==> config.mk <==
export PLATFORM = sky130hd
export DESIGN_NAME = mck_top
export DESIGN_NICKNAME = d
export VERILOG_FILES = /design/src/rtl/mck_pkg.sv /design/src/rtl/mck_encode.sv /design/src/rtl/mck_decode.sv /design/src/rtl/mck_status.sv /design/src/rtl/mck_top.sv
export SDC_FILE = /design/constraint.sdc
export NUM_CORES = 1
export LEC_CHECK = 0
export ABC_AREA = 1
export BUFFER_PORTS_ARGS = -buffer_cell sky130_fd_sc_hd__buf_2
export CELL_PAD_IN_SITES_DETAIL_PLACEMENT = 0
export CELL_PAD_IN_SITES_GLOBAL_PLACEMENT = 1
export CORE_MARGIN = 2
export CORE_UTILIZATION = 36
export CTS_BUF_LIST = sky130_fd_sc_hd__clkbuf_4 sky130_fd_sc_hd__clkbuf_8
export DETAILED_ROUTE_END_ITERATION = 12
export PLACE_DENSITY_LB_ADDON = 0.1
export RECOVER_POWER = 25
export SLEW_MARGIN = 5
export SYNTH_ARGS = -nofsm -noshare
export SYNTH_HDL_FRONTEND = slang
export SYNTH_HIERARCHICAL = 1
export SYNTH_SLANG_ARGS = --single-unit
==> constraint.sdc <==
create_clock -name clk -period 8.9 [get_ports clk]
set_clock_uncertainty 0.2 [all_clocks]
set_input_delay 0.89 -clock clk [delete_from_list [all_inputs] [get_ports clk]]
set_output_delay 0.89 -clock clk [all_outputs]
set_load 0.02 [all_outputs]
==> src/rtl/mck_pkg.sv <==
// Package: shared constants and the column generator of the (72,64)
// odd-weight-column code. Assumes the data word is exactly 64 bits.
package mck_pkg;
    localparam int DATA_W = 64;
    localparam int CHK_W  = 8;
    localparam int HALF_W = DATA_W / 2;
    localparam int NBYTES = DATA_W / 8;

    // Column of data bit idx: weight-3 values ascending, then weight-5.
    function automatic logic [CHK_W-1:0] hcol(input int idx);
        int n;
        n = 0;
        for (int w = 3; w <= 5; w += 2) begin
            for (int v = 0; v < 256; v++) begin
                if ($countones(v) == w) begin
                    if (n == idx) return CHK_W'(v);
                    n++;
                end
            end
        end
        return '0;
    endfunction

    // Set of data bits that feed check bit r.
    function automatic logic [DATA_W-1:0] row_mask(input int r);
        logic [DATA_W-1:0] m;
        logic [CHK_W-1:0]  c;
        m = '0;
        for (int i = 0; i < DATA_W; i++) begin
            c = hcol(i);
            m[i] = c[r];
        end
        return m;
    endfunction
endpackage

==> src/rtl/mck_encode.sv <==
// Check-byte generator: produces code check bits or byte-parity bits
// for a 64-bit word. Purely combinational; assumes mode is stable.
module mck_encode
    import mck_pkg::*;
(
    input  logic [DATA_W-1:0] data_i,
    input  logic              ecc_i,
    output logic [CHK_W-1:0]  check_o
);
    logic [CHK_W-1:0] code_bits;
    logic [CHK_W-1:0] par_bits;

    // One XOR tree per check row of the code.
    for (genvar r = 0; r < CHK_W; r++) begin : g_row
        localparam logic [DATA_W-1:0] MASK = row_mask(r);
        assign code_bits[r] = ^(data_i & MASK);
    end

    // One even-parity bit per data byte.
    for (genvar k = 0; k < NBYTES; k++) begin : g_byte
        assign par_bits[k] = ^data_i[8*k +: 8];
    end

    assign check_o = ecc_i ? code_bits : par_bits;
endmodule

==> src/rtl/mck_decode.sv <==
// Read checker: recomputes the check byte, forms the syndrome, corrects
// a single-bit error in code mode and classifies the word. Combinational.
module mck_decode
    import mck_pkg::*;
(
    input  logic [DATA_W-1:0] data_i,
    input  logic [CHK_W-1:0]  check_i,
    input  logic              ecc_i,
    output logic [DATA_W-1:0] data_o,
    output logic              corrected_o,
    output logic              error_o
);
    logic [CHK_W-1:0]  recomputed;
    logic [CHK_W-1:0]  syn;
    logic [DATA_W-1:0] flip;
    logic              nonzero;
    logic              single;

    mck_encode u_enc (
        .data_i  (data_i),
        .ecc_i   (ecc_i),
        .check_o (recomputed)
    );

    assign syn     = recomputed ^ check_i;
    assign nonzero = |syn;

    // Match the syndrome against each data column.
    for (genvar i = 0; i < DATA_W; i++) begin : g_col
        localparam logic [CHK_W-1:0] COL = hcol(i);
        assign flip[i] = (syn == COL);
    end

    // A data-column hit or a unit syndrome is a single-bit error.
    assign single = (|flip) || $onehot(syn);

    // Classify and correct according to the effective mode.
    always_comb begin
        if (ecc_i) begin
            data_o      = data_i ^ flip;
            corrected_o = nonzero && single;
            error_o     = nonzero && !single;
        end else begin
            data_o      = data_i;
            corrected_o = 1'b0;
            error_o     = nonzero;
        end
    end
endmodule

==> src/rtl/mck_status.sv <==
// Error bookkeeping: sticky halt, pair-disable register, saturating
// corrected-error counter and first-error address capture.
// Assumes events arrive as one-cycle pulses with the read response.
module mck_status #(
    parameter int ADDR_W = 16,
    parameter int NPAIRS = 4,
    parameter int CNT_W  = 8,
    localparam int PAIR_W = $clog2(NPAIRS)
) (
    input  logic              clk,
    input  logic              rst_n,
    input  logic              clear_i,
    input  logic              ev_valid_i,
    input  logic              ev_corr_i,
    input  logic              ev_err_i,
    input  logic              ev_ecc_i,
    input  logic [ADDR_W-1:0] ev_addr_i,
    input  logic [PAIR_W-1:0] ev_pair_i,
    output logic              halt_o,
    output logic [NPAIRS-1:0] pair_disable_o,
    output logic [CNT_W-1:0]  ce_count_o,
    output logic [ADDR_W-1:0] err_addr_o,
    output logic              err_valid_o
);
    localparam logic [CNT_W-1:0] CNT_MAX = '1;

    logic corr_ev;
    logic err_ev;
    assign corr_ev = ev_valid_i && ev_corr_i;
    assign err_ev  = ev_valid_i && ev_err_i;

    // Sticky halt request on any uncorrectable or parity error.
    always_ff @(posedge clk) begin
        if (!rst_n)      halt_o <= 1'b0;
        else if (err_ev) halt_o <= 1'b1;
    end

    // Mark the failing pair when a code-mode error is uncorrectable.
    always_ff @(posedge clk) begin
        if (!rst_n)                pair_disable_o <= '0;
        else if (err_ev && ev_ecc_i) pair_disable_o[ev_pair_i] <= 1'b1;
    end

    // Saturating corrected-error counter, cleared by firmware.
    always_ff @(posedge clk) begin
        if (!rst_n || clear_i)                ce_count_o <= '0;
        else if (corr_ev && ce_count_o != CNT_MAX) ce_count_o <= ce_count_o + 1'b1;
    end

    // Capture the first erroneous address until cleared.
    always_ff @(posedge clk) begin
        if (!rst_n || clear_i) begin
            err_valid_o <= 1'b0;
            err_addr_o  <= '0;
        end else if ((corr_ev || err_ev) && !err_valid_o) begin
            err_valid_o <= 1'b1;
            err_addr_o  <= ev_addr_i;
        end
    end
endmodule

==> src/rtl/mck_top.sv <==
// Selectable code/parity memory checker. Steers the write word across
// two interleaved banks with its check byte, checks and corrects read
// words with one register stage, and tracks errors per matched pair.
// Assumes NPAIRS is a power of two of at least 2.
module mck_top
    import mck_pkg::*;
#(
    parameter int ADDR_W = 16,
    parameter int NPAIRS = 4,
    parameter int CNT_W  = 8
) (
    input  logic              clk,
    input  logic              rst_n,
    input  logic              ecc_mode_i,
    input  logic [NPAIRS-1:0] pair_matched_i,
    input  logic              clear_i,
    input  logic [ADDR_W-1:0] wr_addr_i,
    input  logic [63:0]       wr_data_i,
    output logic [31:0]       wr_bank0_o,
    output logic [31:0]       wr_bank1_o,
    output logic [7:0]        wr_check_o,
    input  logic              rd_valid_i,
    input  logic [ADDR_W-1:0] rd_addr_i,
    input  logic [31:0]       rd_bank0_i,
    input  logic [31:0]       rd_bank1_i,
    input  logic [7:0]        rd_check_i,
    output logic              rsp_valid_o,
    output logic [63:0]       rsp_data_o,
    output logic              rsp_corrected_o,
    output logic              rsp_err_o,
    output logic              halt_o,
    output logic [NPAIRS-1:0] pair_disable_o,
    output logic [CNT_W-1:0]  ce_count_o,
    output logic [ADDR_W-1:0] err_addr_o,
    output logic              err_valid_o
);
    localparam int PAIR_W = $clog2(NPAIRS);

    // ---------------- write path ----------------
    logic [PAIR_W-1:0] wr_pair;
    logic              wr_ecc;
    logic              wr_addr_unused;

    assign wr_pair        = wr_addr_i[ADDR_W-1 -: PAIR_W];
    assign wr_ecc         = ecc_mode_i && pair_matched_i[wr_pair];
    assign wr_addr_unused = ^wr_addr_i[ADDR_W-PAIR_W-1:1];

    // Bank steering: odd word address swaps the halves.
    always_comb begin
        if (wr_addr_i[0]) begin
            wr_bank0_o = wr_data_i[63:32];
            wr_bank1_o = wr_data_i[31:0];
        end else begin
            wr_bank0_o = wr_data_i[31:0];
            wr_bank1_o = wr_data_i[63:32];
        end
    end

    mck_encode u_wr_enc (
        .data_i  (wr_data_i),
        .ecc_i   (wr_ecc),
        .check_o (wr_check_o)
    );

    // ---------------- read path ----------------
    logic [PAIR_W-1:0] rd_pair;
    logic              rd_ecc;
    logic [63:0]       rd_word;
    logic [63:0]       dec_data;
    logic              dec_corr;
    logic              dec_err;

    assign rd_pair = rd_addr_i[ADDR_W-1 -: PAIR_W];
    assign rd_ecc  = ecc_mode_i && pair_matched_i[rd_pair];
    assign rd_word = rd_addr_i[0] ? {rd_bank0_i, rd_bank1_i}
                                  : {rd_bank1_i, rd_bank0_i};

    mck_decode u_dec (
        .data_i      (rd_word),
        .check_i     (rd_check_i),
        .ecc_i       (rd_ecc),
        .data_o      (dec_data),
        .corrected_o (dec_corr),
        .error_o     (dec_err)
    );

    // Response register: one fixed cycle of latency for every outcome.
    always_ff @(posedge clk) begin
        if (!rst_n) begin
            rsp_valid_o     <= 1'b0;
            rsp_data_o      <= '0;
            rsp_corrected_o <= 1'b0;
            rsp_err_o       <= 1'b0;
        end else begin
            rsp_valid_o     <= rd_valid_i;
            rsp_data_o      <= rd_valid_i ? dec_data : '0;
            rsp_corrected_o <= rd_valid_i && dec_corr;
            rsp_err_o       <= rd_valid_i && dec_err;
        end
    end

    mck_status #(
        .ADDR_W (ADDR_W),
        .NPAIRS (NPAIRS),
        .CNT_W  (CNT_W)
    ) u_status (
        .clk            (clk),
        .rst_n          (rst_n),
        .clear_i        (clear_i),
        .ev_valid_i     (rd_valid_i),
        .ev_corr_i      (dec_corr),
        .ev_err_i       (dec_err),
        .ev_ecc_i       (rd_ecc),
        .ev_addr_i      (rd_addr_i),
        .ev_pair_i      (rd_pair),
        .halt_o         (halt_o),
        .pair_disable_o (pair_disable_o),
        .ce_count_o     (ce_count_o),
        .err_addr_o     (err_addr_o),
        .err_valid_o    (err_valid_o)
    );
endmodule

Yosys cells after proc, flatten, opt, wreduce, memory -nomap -nowiden. Cells that the tools add are included.

Reduce and logical (&&, ||, !) cells: 51. Magnitude comparators: 3. Multiplexer cells: 14. Bitwise operators: 3. Add/sub/neg operators: 8. Equal/unequal tests: 66.

Operators with widths (number): $reduce_xor 64->1 (16); $eq 8x8->1 const B (21); $eq 8x7->1 const B (17); $mux 64 (2); $reduce_xor 8->1 (16); $eq 8x6->1 const B (15); $mux 32 (2); $reduce_or 64->1 (1); $xor 64x64->64 (1); $eq 8x5->1 const B (7); $eq 8x4->1 const B (3); $mux 8 (2); $add 4x4->4 (3); $logic_and 1x1->1 (10); $add 1x1->2 (4); $add 8x1->8 const B (1); $eq 8x3->1 const B (1); $ne 8x8->1 const B (1); $reduce_or 8->1 (1); $xor 8x8->8 (1); $lt 2x3->1 const B (2); $mux 1 (5); $bmux 1 s2 (2); $eq 4x1->1 const B (1); 6 further kinds (10).

Register bits after elaboration: 97. Input bits: 177.

Logic depth before layout (Yosys ltp). Gate-level depths: netlist of the first run.

Depth after elaboration: 16. Gate-level depth with buffers: 44. Mapped depth without buffers: 42.

Hierarchy. Netlist of the first run, hierarchy kept.

Modules (own cells, without submodules): mck_encode (seq. area each 0.0 µm², cells each 629, times used 2, area an instance 2872.8 µm²); mck_top (seq. area each 1341.3 µm², cells each 579, times used 1, area an instance 3689.8 µm²); mck_decode (seq. area each 0.0 µm², cells each 331, times used 1, area an instance 1868.0 µm²); mck_status (seq. area each 600.6 µm², cells each 168, times used 1, area an instance 1242.4 µm²).

Worst setup path after synthesis of the first run. OpenSTA, ideal clock, no wires.

Path type: input to register. Start: in rd_addr_i[0]. End: reg u_status.err_addr_o[13]. Setup slack: 2.157 ns. Arrival: 6.428 ns. Required time: 8.584 ns. Stages: 38. Setup time: 0.116 ns. Path buffers: 3. Path through: buf_6 buf_4 o21ai_0 nand2_1 nand2_1 nand2_1 nand3_1 nand2_1 nand2_1 nand2_1 nand2_1 nand2_1 nand2_1 nand2_1 nand2_1 nand2_1 xnor2_1 inv_1 [2 not listed] fa_1 ha_1 inv_1 fa_1 or2_2 nand4_1 nand2_1 nor2_1 nand2_1 nor2_1 nand2_1 a21oi_1 nand2_1 a21oi_4 inv_4 buf_6 nor2_1 nor2_1.

Longest elaborated chain between the ends: 15.

RTL lines: from (decl) (line mck_top.sv:23) `input logic [ADDR_W-1:0] rd_addr_i,`; $mux 64 * (line mck_top.sv:75) `assign rd_word = rd_addr_i[0] ? {rd_bank0_i, rd_bank1_i}`; net rd_word[1] (line mck_top.sv:68) `logic [63:0] rd_word;`; $reduce_xor 64->1 * (line mck_encode.sv:16) `assign code_bits[r] = ^(data_i & MASK);`; $mux 8 * (line mck_encode.sv:24) `assign check_o = ecc_i ? code_bits : par_bits;`; net u_dec.recomputed[1] (line mck_decode.sv:13) `logic [CHK_W-1:0] recomputed;`; $xor 8x8->8 * (line mck_decode.sv:25) `assign syn = recomputed ^ check_i;`; $add 1x1->2 (not written as such) (line mck_decode.sv:35) `assign single = (|flip) || $onehot(syn);`; $add 4x4->4 (not written as such) (2 in series) (line mck_decode.sv:35); $eq 4x1->1 (line mck_decode.sv:35); $logic_or 1x1->1 (line mck_decode.sv:35); $logic_not 1->1 (line mck_decode.sv:42) `error_o = nonzero && !single;`; $logic_and 1x1->1 (line mck_decode.sv:42); $mux 1 * (line mck_decode.sv:39) `if (ecc_i) begin`; net dec_err (line mck_top.sv:71) `logic dec_err;`; $logic_and 1x1->1 * (line mck_status.sv:30) `assign err_ev = ev_valid_i && ev_err_i;`; $logic_or 1x1->1 * (line mck_status.sv:55) `end else if ((corr_ev || err_ev) && !err_valid_o) begin`; $logic_and 1x1->1 * (line mck_status.sv:55); to (signal assigned) (line mck_status.sv:57) `err_addr_o <= ev_addr_i;`; to (decl) (line mck_status.sv:22) `output logic [ADDR_W-1:0] err_addr_o,`.

The timed path passes the listed nets; every way through them passes the cells marked *. A chain may end at the register's enable or synchronous reset.

Worst setup path after layout of the first run. Ends and elaborated chain as after synthesis.

==> run_results.csv, run 1 <==
group,metric,value,unit
clock_tree,cts_tree,"done",
floorplanning,core_area,34500,um2
synth,synth_top_area_frac,0.278,
place,pre_cts_ws,0.635,ns
sta,finalHoldViolCount,0,
clock_tree,cts_max_level,3,
synth,synth_area_leaders,"nand2_1 (28%), dfxtp_1 (15%), inv_1 (11%)",
critical_path,crit_top_cell,"nand2_1",
global_routing,grt-ovfl-total,0,
detailed_routing,drc,0,
critical_path,cp_max_fo,83,
clock_tree,clkTransAtPathRegs,0.10,ns
global_routing,grt_pass1_wl,66.9,mm
synth,syn_nets,2525,
outcome,violations,"capacitance limit, slew limit",
synth,seq_area_frac_synth,0.155,
floorplanning,die_h,191,um
place,io_buffers,332,
place,gp_congestion,0.924,
synth,ys_seq_elements,97,
sta,setup_violations,0,
layout,drive_above_1_share,0.175,
floorplanning,initial_core_util,0.364,
power,powerDensity,152,nW/um2
global_routing,grt_pass1_vias,12700,
place,postPlaceCellArea,14700,um2
place,hpwl,38.4,mm
critical_path,worst_ep_arrival_time,8.03,ns
global_routing,grt_max_degree,99,
clock_tree,ctsResizeCount,0,
synth,syn-cell-area,12500,um2
sta,fin_crit_sh,0.890,
floorplanning,io_pins,346,
clock_tree,cts_buffers,9,
synth,synth_area_per_cell,5.37,um2
detailed_routing,first_iter_violations,791,
global_routing,antenna_found_initial,10,
synth,post_synth_inst_count,2336,
detailed_routing,via_count,14400,
detailed_routing,drt-total-wl,44.8,mm
layout,final_nets,2851,
layout,syn_to_final_growth,18.1,%
worst_hold_path,hold_class,"flip-flop to flip-flop",
detailed_routing,wl_per_cell,14.3,um
floorplanning,die-area,36400,um2
sta,finalMaxSlewViolations,68,
detailed_routing,drt_first_pass_iters,6,
outcome,status,"finished, violations left",
power,p_total,2240,uW
clock_tree,cts_setup_buffers,0,
critical_path,critPathKind,"input port to flip-flop",
layout,design_area,14800,um2
detailed_routing,detail_route.vias_per_cell,4.59,
synth,synth_top_flop_cell,"dfxtp_1",
floorplanning,rows,68,
sta,relSlewSlack,-0.900,
clock_tree,cts_max_path_buffers,2,
clock_tree,cts_sinks,97,
global_routing,grt_use_total,0.239,
sta,fmax,126,MHz
clock_tree,cts-root-buf,"clkbuf_8",
critical_path,cp.required,9.01,ns
critical_path,max_stage_delay,0.61,ns
clock_tree,clkLatencyLatePin,0.36,ns
sta,worst_pin_slew,2.85,ns
power,vdd_ir_drop_max,95.3,uV
floorplanning,die_w,191,um
sta,tns,0,ns
synth,ys_types,37,
critical_path,endpoint_kind,"flip-flop",
clock_tree,cts_hold_buf,0,
sta,period_needed,7.92,ns
critical_path,cp-start-kind,"input port",
layout,fin_cells,3126,
critical_path,cp_slowest_cell,"buf_4",
sta,rsz0062_at_grt,"no",
critical_path,crit_buf_inv,6,
critical_path,cpLargestDelayFamily,"simple AND/OR/NAND/NOR gates",
flow_run,drv_cap,1,
synth,synth_warnings,6,
synth,synth-async-reset-ratio,0,
detailed_routing,ant_nets,0,
sta,setup_ws,0.976,ns
synth,synth-edff-count,0,
power,p_leak,0.00879,uW
place,placed_cells,3106,
synth,yosysTopAreaCell,"nand2_1",
metrics by stage:
step / util / hold slack (ns)
final: 0.430 / 0.254
after floorplan: - / 0.326
after CTS: 0.432 / 0.255
after detailed placement: 0.426 / 0.240
after global placement: 0.426 / 0.239
after global routing: 0.430 / 0.284
sequential cells by signal, indices dropped and copies added (netlist names):
name and cells:
rsp_valid_o 1, u_status/err_addr_o 16, rsp_data_o 64, u_status/halt_o 1, u_status/ce_count_o 8, u_status/pair_disable_o 4
u_status/err_valid_o 1, rsp_corrected_o 1, rsp_err_o 1
power breakdown:
part,switching (uW),leakage (uW),internal [uW]
combinational,974,0.00789,491
clock,157,0.0000990,138
sequential,14.8,0.000795,469
cells in the final DEF, fill, tap and decap left out, drive strengths merged:
master and n:
nand2 966, inv 412, buf 299, nor2 239
nand3 183, xnor2 120, dfxtp 97, o21ai 84
clkbuf 76, a21oi 73, xor2 62, nand3b 11
ha 8, nor3 8, nand4 7, diode 5
or2 5, fa 4, a31oi 4, clkinv 2
a21o 2, nand2b 2, clkinvlp 1, bufinv 1
logic make-up (layout without fill, tap and decap cells):
logic type | after synthesis | after routing | share of synthesized area
flops | 97 | 97 | 0.155
buf+inv | 461 | 791 | 0.151
compound gates | 163 | 163 | 0.0787
fa+ha+maj | 12 | 12 | 0.0144
simple gates | 1421 | 1421 | 0.469
xor+xnor | 182 | 182 | 0.132
other cells | 0 | 5 | 0
cell type report:
type	instances	area, um2
antenna	5	12.5
timing repair buffer	365	1830
fill	3951	19600
inverter	411	1550
multi-input combinational	1778	8710
clock buffer	10	138
tap	455	569
clock inverter	5	63.8
sequential	97	1940
path summary, 6_finish.rpt:
check / cells after the start / slack, ns / startpoint / end
min reg2reg: 2 / 0.25 / u_status/halt_o / u_status/halt_o
min: 2 / 0.25 / u_status/halt_o / u_status/halt_o
max: 38 / 0.98 / rd_addr_i[0] / u_status/err_addr_o[13]
max reg2reg: 8 / 7.37 / u_status/ce_count_o[0] / u_status/ce_count_o[4]
worst reg2reg max path: stages (launching register included):
cell     delay [ns]
dfxtp_1        0.40
ha_1           0.24
nand2_1        0.09
inv_1          0.07
nand3_2        0.17
nand2_1        0.13
nand2_1        0.05
nand2_1        0.05
nor2_1         0.04
synth_stat cells (6+ instances only):
cell,n
a21oi_1,32
a21oi_2,40
buf_2,22
buf_4,11
buf_6,12
dfxtp_1,97
ha_1,8
inv_1,372
inv_2,38
nand2_1,930
nand2_2,32
nand3_1,180
nand3b_1,11
nand4_1,7
nor2_1,219
nor2_2,13
nor2_4,6
o21ai_0,80
xnor2_1,112
xnor2_2,8
xor2_1,62
layer usage:
layer  wire length, um  part of all wire  track usage  vias up
met5                72            0.0016            0        -
met4              1490             0.033       0.0811       12
met3              2900             0.065       0.0449       80
met2             21400              0.48        0.430      425
met1             19000              0.42        0.283     6195
li1                  -                 -            -     7646
Power figures use the tool's default switching activity.
==> run 2: changes to the inputs <==
--- a/config.mk
+++ b/config.mk
@@ -12,9 +12,9 @@
 export CORE_MARGIN = 2
 export CORE_UTILIZATION = 36
 export CTS_BUF_LIST = sky130_fd_sc_hd__clkbuf_4 sky130_fd_sc_hd__clkbuf_8
+export CTS_CLUSTER_DIAMETER = 60
 export DETAILED_ROUTE_END_ITERATION = 12
 export PLACE_DENSITY_LB_ADDON = 0.1
-export RECOVER_POWER = 25
 export SLEW_MARGIN = 5
 export SYNTH_ARGS = -nofsm -noshare
 export SYNTH_HDL_FRONTEND = slang
==> run_results.csv, run 2 (synthesis results as in run 1) <==
group,metric,value,unit
critical_path,timing.rr.start,"u_status/ce_count_o[0]",
detailed_routing,drt-total-wl,44.7,mm
sta,finalHoldViolCount,0,
clock_tree,cts_hold_buf,0,
sta,tns,0,ns
layout,design_area,14900,um2
flow_run,drv_cap,0,
critical_path,r2r_cells,8,
critical_path,endpoint_kind,"flip-flop",
floorplanning,die-area,36400,um2
clock_tree,cts_setup_buffers,0,
floorplanning,die_h,191,um
critical_path,crit_top_cell,"nand2_1",
clock_tree,cts-root-buf,"clkbuf_8",
sta,finalMaxSlewViolations,0,
sta,rsz0062_at_grt,"no",
critical_path,max_stage_delay,0.62,ns
global_routing,grt_pass1_vias,12700,
layout,final_nets,2851,
power,powerDensity,151,nW/um2
worst_hold_path,hold_end,"u_status/halt_o",
worst_hold_path,hp-start,"u_status/halt_o",
clock_tree,cts_tree,"done",
sta,worst_pin_slew,1.16,ns
detailed_routing,drt_first_pass_iters,5,
clock_tree,cts_max_path_buffers,2,
floorplanning,initial_core_util,0.364,
outcome,status,"completed",
layout,syn_to_final_growth,18.7,%
detailed_routing,wl_per_cell,14.3,um
floorplanning,rows,68,
place,io_buffers,332,
critical_path,critPathKind,"input port to flip-flop",
clock_tree,clkLatencyLatePin,0.36,ns
critical_path,cp_slowest_cell,"buf_4",
critical_path,r2r_setup_slack,7.37,ns
global_routing,antenna_found_initial,10,
sta,period_needed,7.91,ns
critical_path,worst_r2r_endpoint,"u_status/ce_count_o[4]",
critical_path,worst_ep_arrival_time,8.02,ns
layout,drive_above_1_share,0.200,
detailed_routing,ant_nets,0,
detailed_routing,first_iter_violations,798,
sta,fmax,126,MHz
place,gp_congestion,0.924,
critical_path,cp_max_fo,83,
sta,fin_crit_sh,0.889,
worst_hold_path,holdPathStages,2,
clock_tree,clkTransAtPathRegs,0.10,ns
sta,setup_ws,0.988,ns
layout,reg.largest.list,"rsp_data_o (64), u_status/err_addr_o (16), u_status/ce_count_o (8)",
sta,relSlewSlack,0.221,
clock_tree,ctsResizeCount,0,
global_routing,grt_use_total,0.239,
global_routing,grt_pass1_wl,66.9,mm
layout,layout_common_cells,"nand2_1 (929), inv_1 (372), buf_2 (330)",
floorplanning,io_pins,346,
layout,largest_reg_flops,64,
critical_path,cp.required,9.00,ns
sta,setup_violations,0,
place,hpwl,38.4,mm
global_routing,grt-ovfl-total,0,
place,pre_cts_ws,0.635,ns
layout,final_common_cell,"nand2_1",
power,vdd_ir_drop_max,94.3,uV
clock_tree,cts_buffers,9,
worst_hold_path,hold_class,"flip-flop to flip-flop",
layout,largest_register,"rsp_data_o",
detailed_routing,via_count,14400,
clock_tree,cts_sinks,97,
detailed_routing,drc,0,
critical_path,cp-start-kind,"input port",
floorplanning,die_w,191,um
place,postPlaceCellArea,14700,um2
floorplanning,core_area,34500,um2
detailed_routing,detail_route.vias_per_cell,4.60,
clock_tree,cts_max_level,3,
power,p_leak,0.00905,uW
layout,fin_util,0.432,
global_routing,grt_max_degree,99,
run 2: changes by cell type in the layout (fill, tap and decap cells not counted), sizes merged:
| cell | previous run | this run |
|---|---|---|
| buf | 299 | 365 |
| clkbuf | 76 | 10 |
run 2: layer usage:
layer  vias to the layer above  wire length [um]  global-route usage
met4                        12              1510              0.0811
met3                        79              2980              0.0449
met2                       433             21400               0.430
met1                      6205             18800               0.283
met5                         -                72                   0
li1                       7648                 -                   -
run 2: per-stage QoR:
stage | hold WS (ns) | cells | total power [uW]
final | 0.252 | 3126 | 2250
after global routing | 0.282 | 3122 | 2470
after CTS | 0.255 | 3121 | 2260
after detailed placement | 0.240 | 3106 | 1960
after global placement | 0.239 | 3106 | 1930
after floorplan | 0.326 | 2336 | 1560
run 2: power by group:
group | total, uW | switching, uW | internal (uW)
clock network | 294 | 156 | 138
registers | 483 | 14.1 | 469
logic | 1470 | 974 | 495
run 2: worst max-delay path by stage:
stage | depth (start not counted) | startpoint | end | slack [ns]
finish | 38 | rd_addr_i[0] | u_status/err_addr_o[13] | 0.99
global route | 38 | rd_addr_i[0] | u_status/err_addr_o[13] | 0.35
floorplan | 38 | rd_addr_i[0] | u_status/err_addr_o[13] | 2.16
detailed placement | 38 | rd_addr_i[0] | u_status/err_addr_o[9] | 0.64
global placement | 38 | rd_addr_i[0] | u_status/err_addr_o[13] | 0.72
CTS | 38 | rd_addr_i[0] | u_status/err_addr_o[9] | 1.01
run 2: area by class of cell:
cell class / instances / area [um2]
Timing Repair Buffer: 365 / 1910
Clock inverter: 5 / 63.8
Sequential cell: 97 / 1940
Clock buffer: 10 / 138
Multi-Input combinational cell: 1778 / 8710
Tap cell: 455 / 569
Antenna cell: 5 / 12.5
Fill cell: 3923 / 19600
Inverter: 411 / 1550
run 2: worst max-delay path, delay by kind of cell:
kind | cells | cell delay [ns]
AND/OR/NAND/NOR | 21 | 2.07
XOR/XNOR | 1 | 0.37
AO/OA/AOI/OAI | 4 | 1.05
buffers and inverters | 7 | 1.55
adder cells (fa/ha/maj) | 5 | 2.06
==> run 3: changes to the inputs <==
--- a/config.mk
+++ b/config.mk
@@ -18,5 +18,4 @@
 export SLEW_MARGIN = 5
 export SYNTH_ARGS = -nofsm -noshare
 export SYNTH_HDL_FRONTEND = slang
-export SYNTH_HIERARCHICAL = 1
 export SYNTH_SLANG_ARGS = --single-unit
==> run_results.csv, run 3 <==
group,metric,value,unit
clock_tree,cts_max_path_buffers,2,
sta,relSlewSlack,0.305,
floorplanning,io_pins,346,
clock_tree,cts_setup_buffers,0,
synth,yosysMostFrequentCell,"nand2_1",
global_routing,grt_pass1_wl,72.5,mm
floorplanning,die-area,33000,um2
layout,drive_above_1_share,0.190,
place,placed_cells,2613,
critical_path,cp.required,8.95,ns
power,vdd_ir_drop_max,125,uV
layout,layout_common_cells,"nand2_1 (661), buf_2 (330), inv_1 (188)",
synth,syn_nets,2135,
layout,final_nets,2417,
sta,rsz0062_at_grt,"no",
power,p_leak,0.00719,uW
critical_path,timing.rr.start,"u_status.ce_count_o[0]",
layout,fin_cells,2629,
detailed_routing,ant_nets,0,
layout,largest_register,"rsp_data_o",
sta,fmax,130,MHz
layout,reg.largest.list,"rsp_data_o (64), u_status.err_addr_o (16), u_status.ce_count_o (8)",
critical_path,r2r_cells,6,
clock_tree,clkLatencyLatePin,0.40,ns
place,gp_congestion,1.03,
floorplanning,initial_core_util,0.363,
floorplanning,die_h,182,um
worst_hold_path,hold_class,"flip-flop to flip-flop",
sta,tns,0,ns
synth,synth_warnings,0,
floorplanning,die_w,182,um
place,hpwl,41.0,mm
detailed_routing,drc,0,
sta,finalMaxSlewViolations,0,
synth,post_synth_inst_count,1940,
global_routing,grt_pass1_vias,12100,
detailed_routing,wl_per_cell,18.8,um
detailed_routing,drt_first_pass_iters,6,
sta,setup_violations,0,
synth,ys_top_cells_by_count,"nand2_1 (661), inv_1 (188), nor2_1 (130), xor2_1 (123), nand3_1 (121)",
clock_tree,clkTransAtPathRegs,0.09,ns
synth,synth-async-reset-ratio,0,
synth,synth_area_per_cell,5.85,um2
critical_path,cp_slowest_cell,"nor4b_1",
critical_path,crit_top_cell,"xor2_1",
clock_tree,cts_tree,"done",
detailed_routing,detail_route.vias_per_cell,5.12,
layout,design_area,13400,um2
critical_path,cp-start-kind,"input port",
layout,fin_util,0.428,
synth,yosysTopAreaCell,"nand2_1",
sta,worst_pin_slew,1.03,ns
global_routing,antenna_found_initial,1,
detailed_routing,via_count,13500,
critical_path,r2r_setup_slack,6.96,ns
synth,synth_area_leaders,"nand2_1 (22%), dfxtp_1 (17%), xor2_1 (9.5%)",
clock_tree,cts_hold_buf,0,
clock_tree,ctsResizeCount,0,
synth,seq_area_frac_synth,0.171,
sta,fin_crit_sh,0.861,
synth,ys_types,40,
clock_tree,cts_buffers,9,
detailed_routing,first_iter_violations,1167,
critical_path,cp_max_fo,62,
global_routing,grt-ovfl-total,0,
synth,synth_top_area_frac,0.219,
worst_hold_path,hp-start,"u_status.pair_disable_o[1]",
layout,largest_reg_flops,64,
global_routing,grt_use_total,0.291,
global_routing,grt_max_degree,129,
layout,final_common_cell,"nand2_1",
layout,diodes,0,
critical_path,endpoint_kind,"flip-flop",
synth,syn-cell-area,11400,um2
floorplanning,core_area,31300,um2
synth,ys_seq_elements,97,
place,pre_cts_ws,0.910,ns
critical_path,max_stage_delay,0.55,ns
clock_tree,cts_max_level,3,
worst_hold_path,holdPathStages,2,
synth,synth-edff-count,0,
layout,syn_to_final_growth,18.0,%
worst_hold_path,hold_end,"u_status.pair_disable_o[1]",
clock_tree,cts_sinks,97,
sta,finalHoldViolCount,0,
detailed_routing,drt-total-wl,49.3,mm
flow_run,drv_cap,0,
sta,setup_ws,1.23,ns
critical_path,worst_r2r_endpoint,"u_status.ce_count_o[4]",
sta,period_needed,7.67,ns
power,powerDensity,172,nW/um2
floorplanning,rows,65,
place,io_buffers,332,
critical_path,critPathKind,"input port to flip-flop",
synth,synth_top_flop_cell,"dfxtp_1",
critical_path,worst_ep_arrival_time,7.71,ns
outcome,status,"completed",
place,postPlaceCellArea,13200,um2
clock_tree,cts-root-buf,"clkbuf_8",
[run 3: changes by cell type in the layout (fill, tap and decap cells not counted), sizes merged, moves of 16 or more]
cell / change
nand2: -293
xor2: +63
o21ai: +28
inv: -208
nor2: -108
nand3: -46
a21oi: +34
buf: -21
nor3: +67
nor4: +16
[run 3: stage by stage]
step | total power (uW) | hold WS (ns)
after global routing | 2470 | 0.286
after detailed placement | 2010 | 0.245
after global placement | 2000 | 0.232
after floorplan | 1550 | 0.326
final | 2300 | 0.258
after CTS | 2300 | 0.259
[run 3: kinds of logic after synthesis]
| logic type | after synthesis | synth area share |
|---|---|---|
| buffers and inverters | 275 | 0.104 |
| AO/OA/AOI/OAI | 245 | 0.117 |
| AND/OR/NAND/NOR | 1067 | 0.400 |
| flip-flops | 97 | 0.171 |
| XOR/XNOR | 238 | 0.186 |
| adder cells (fa/ha/maj) | 18 | 0.0225 |
[run 3: worst max-delay path, delay by kind of cell]
family	cells	cell delay, ns
AO/OA/AOI/OAI	2	0.27
adder cells (fa/ha/maj)	5	1.95
buffers and inverters	4	1.17
AND/OR/NAND/NOR	10	1.88
XOR/XNOR	6	1.48
[run 3: power breakdown]
part	switching (uW)	leakage, uW	internal (uW)
logic	1050	0.00630	500
registers	6.46	0.000793	456
clock network	179	0.0000966	109
total	1240	0.00719	1060
[run 3: layer usage]
metal | share of wire | track usage | vias to the layer above | wire, um
li1 | - | - | 6737 | -
met5 | 0 | 0 | - | 0
met4 | 0.026 | 0.0826 | 0 | 1280
met3 | 0.086 | 0.0562 | 60 | 4260
met2 | 0.44 | 0.458 | 542 | 21600
met1 | 0.45 | 0.403 | 6130 | 22300
[run 3: area by class of cell]
type / instances / area [um2]
Sequential cell: 97 / 1940
Fill cell: 3542 / 17900
Tap cell: 402 / 503
Multi-Input combinational cell: 1568 / 8250
Inverter: 202 / 758
Clock inverter: 6 / 51.3
Timing Repair Buffer: 344 / 1770
Clock buffer: 10 / 131
[run 3: how the worst max path moves through the flow]
stage                  from                         end  slack [ns]  cells past startpoint
6_report       rd_addr_i[0]      u_status.ce_count_o[4]        1.23                     27
5_1_grt        rd_addr_i[0]      u_status.ce_count_o[4]        0.81                     27
4_1_cts        rd_addr_i[0]      u_status.ce_count_o[4]        1.34                     27
3_5_place_dp   rd_addr_i[0]      u_status.ce_count_o[4]        0.91                     27
3_3_place_gp   rd_addr_i[0]      u_status.ce_count_o[7]        1.02                     27
2_1_floorplan  rd_addr_i[0]  u_status.pair_disable_o[1]        2.78                     26
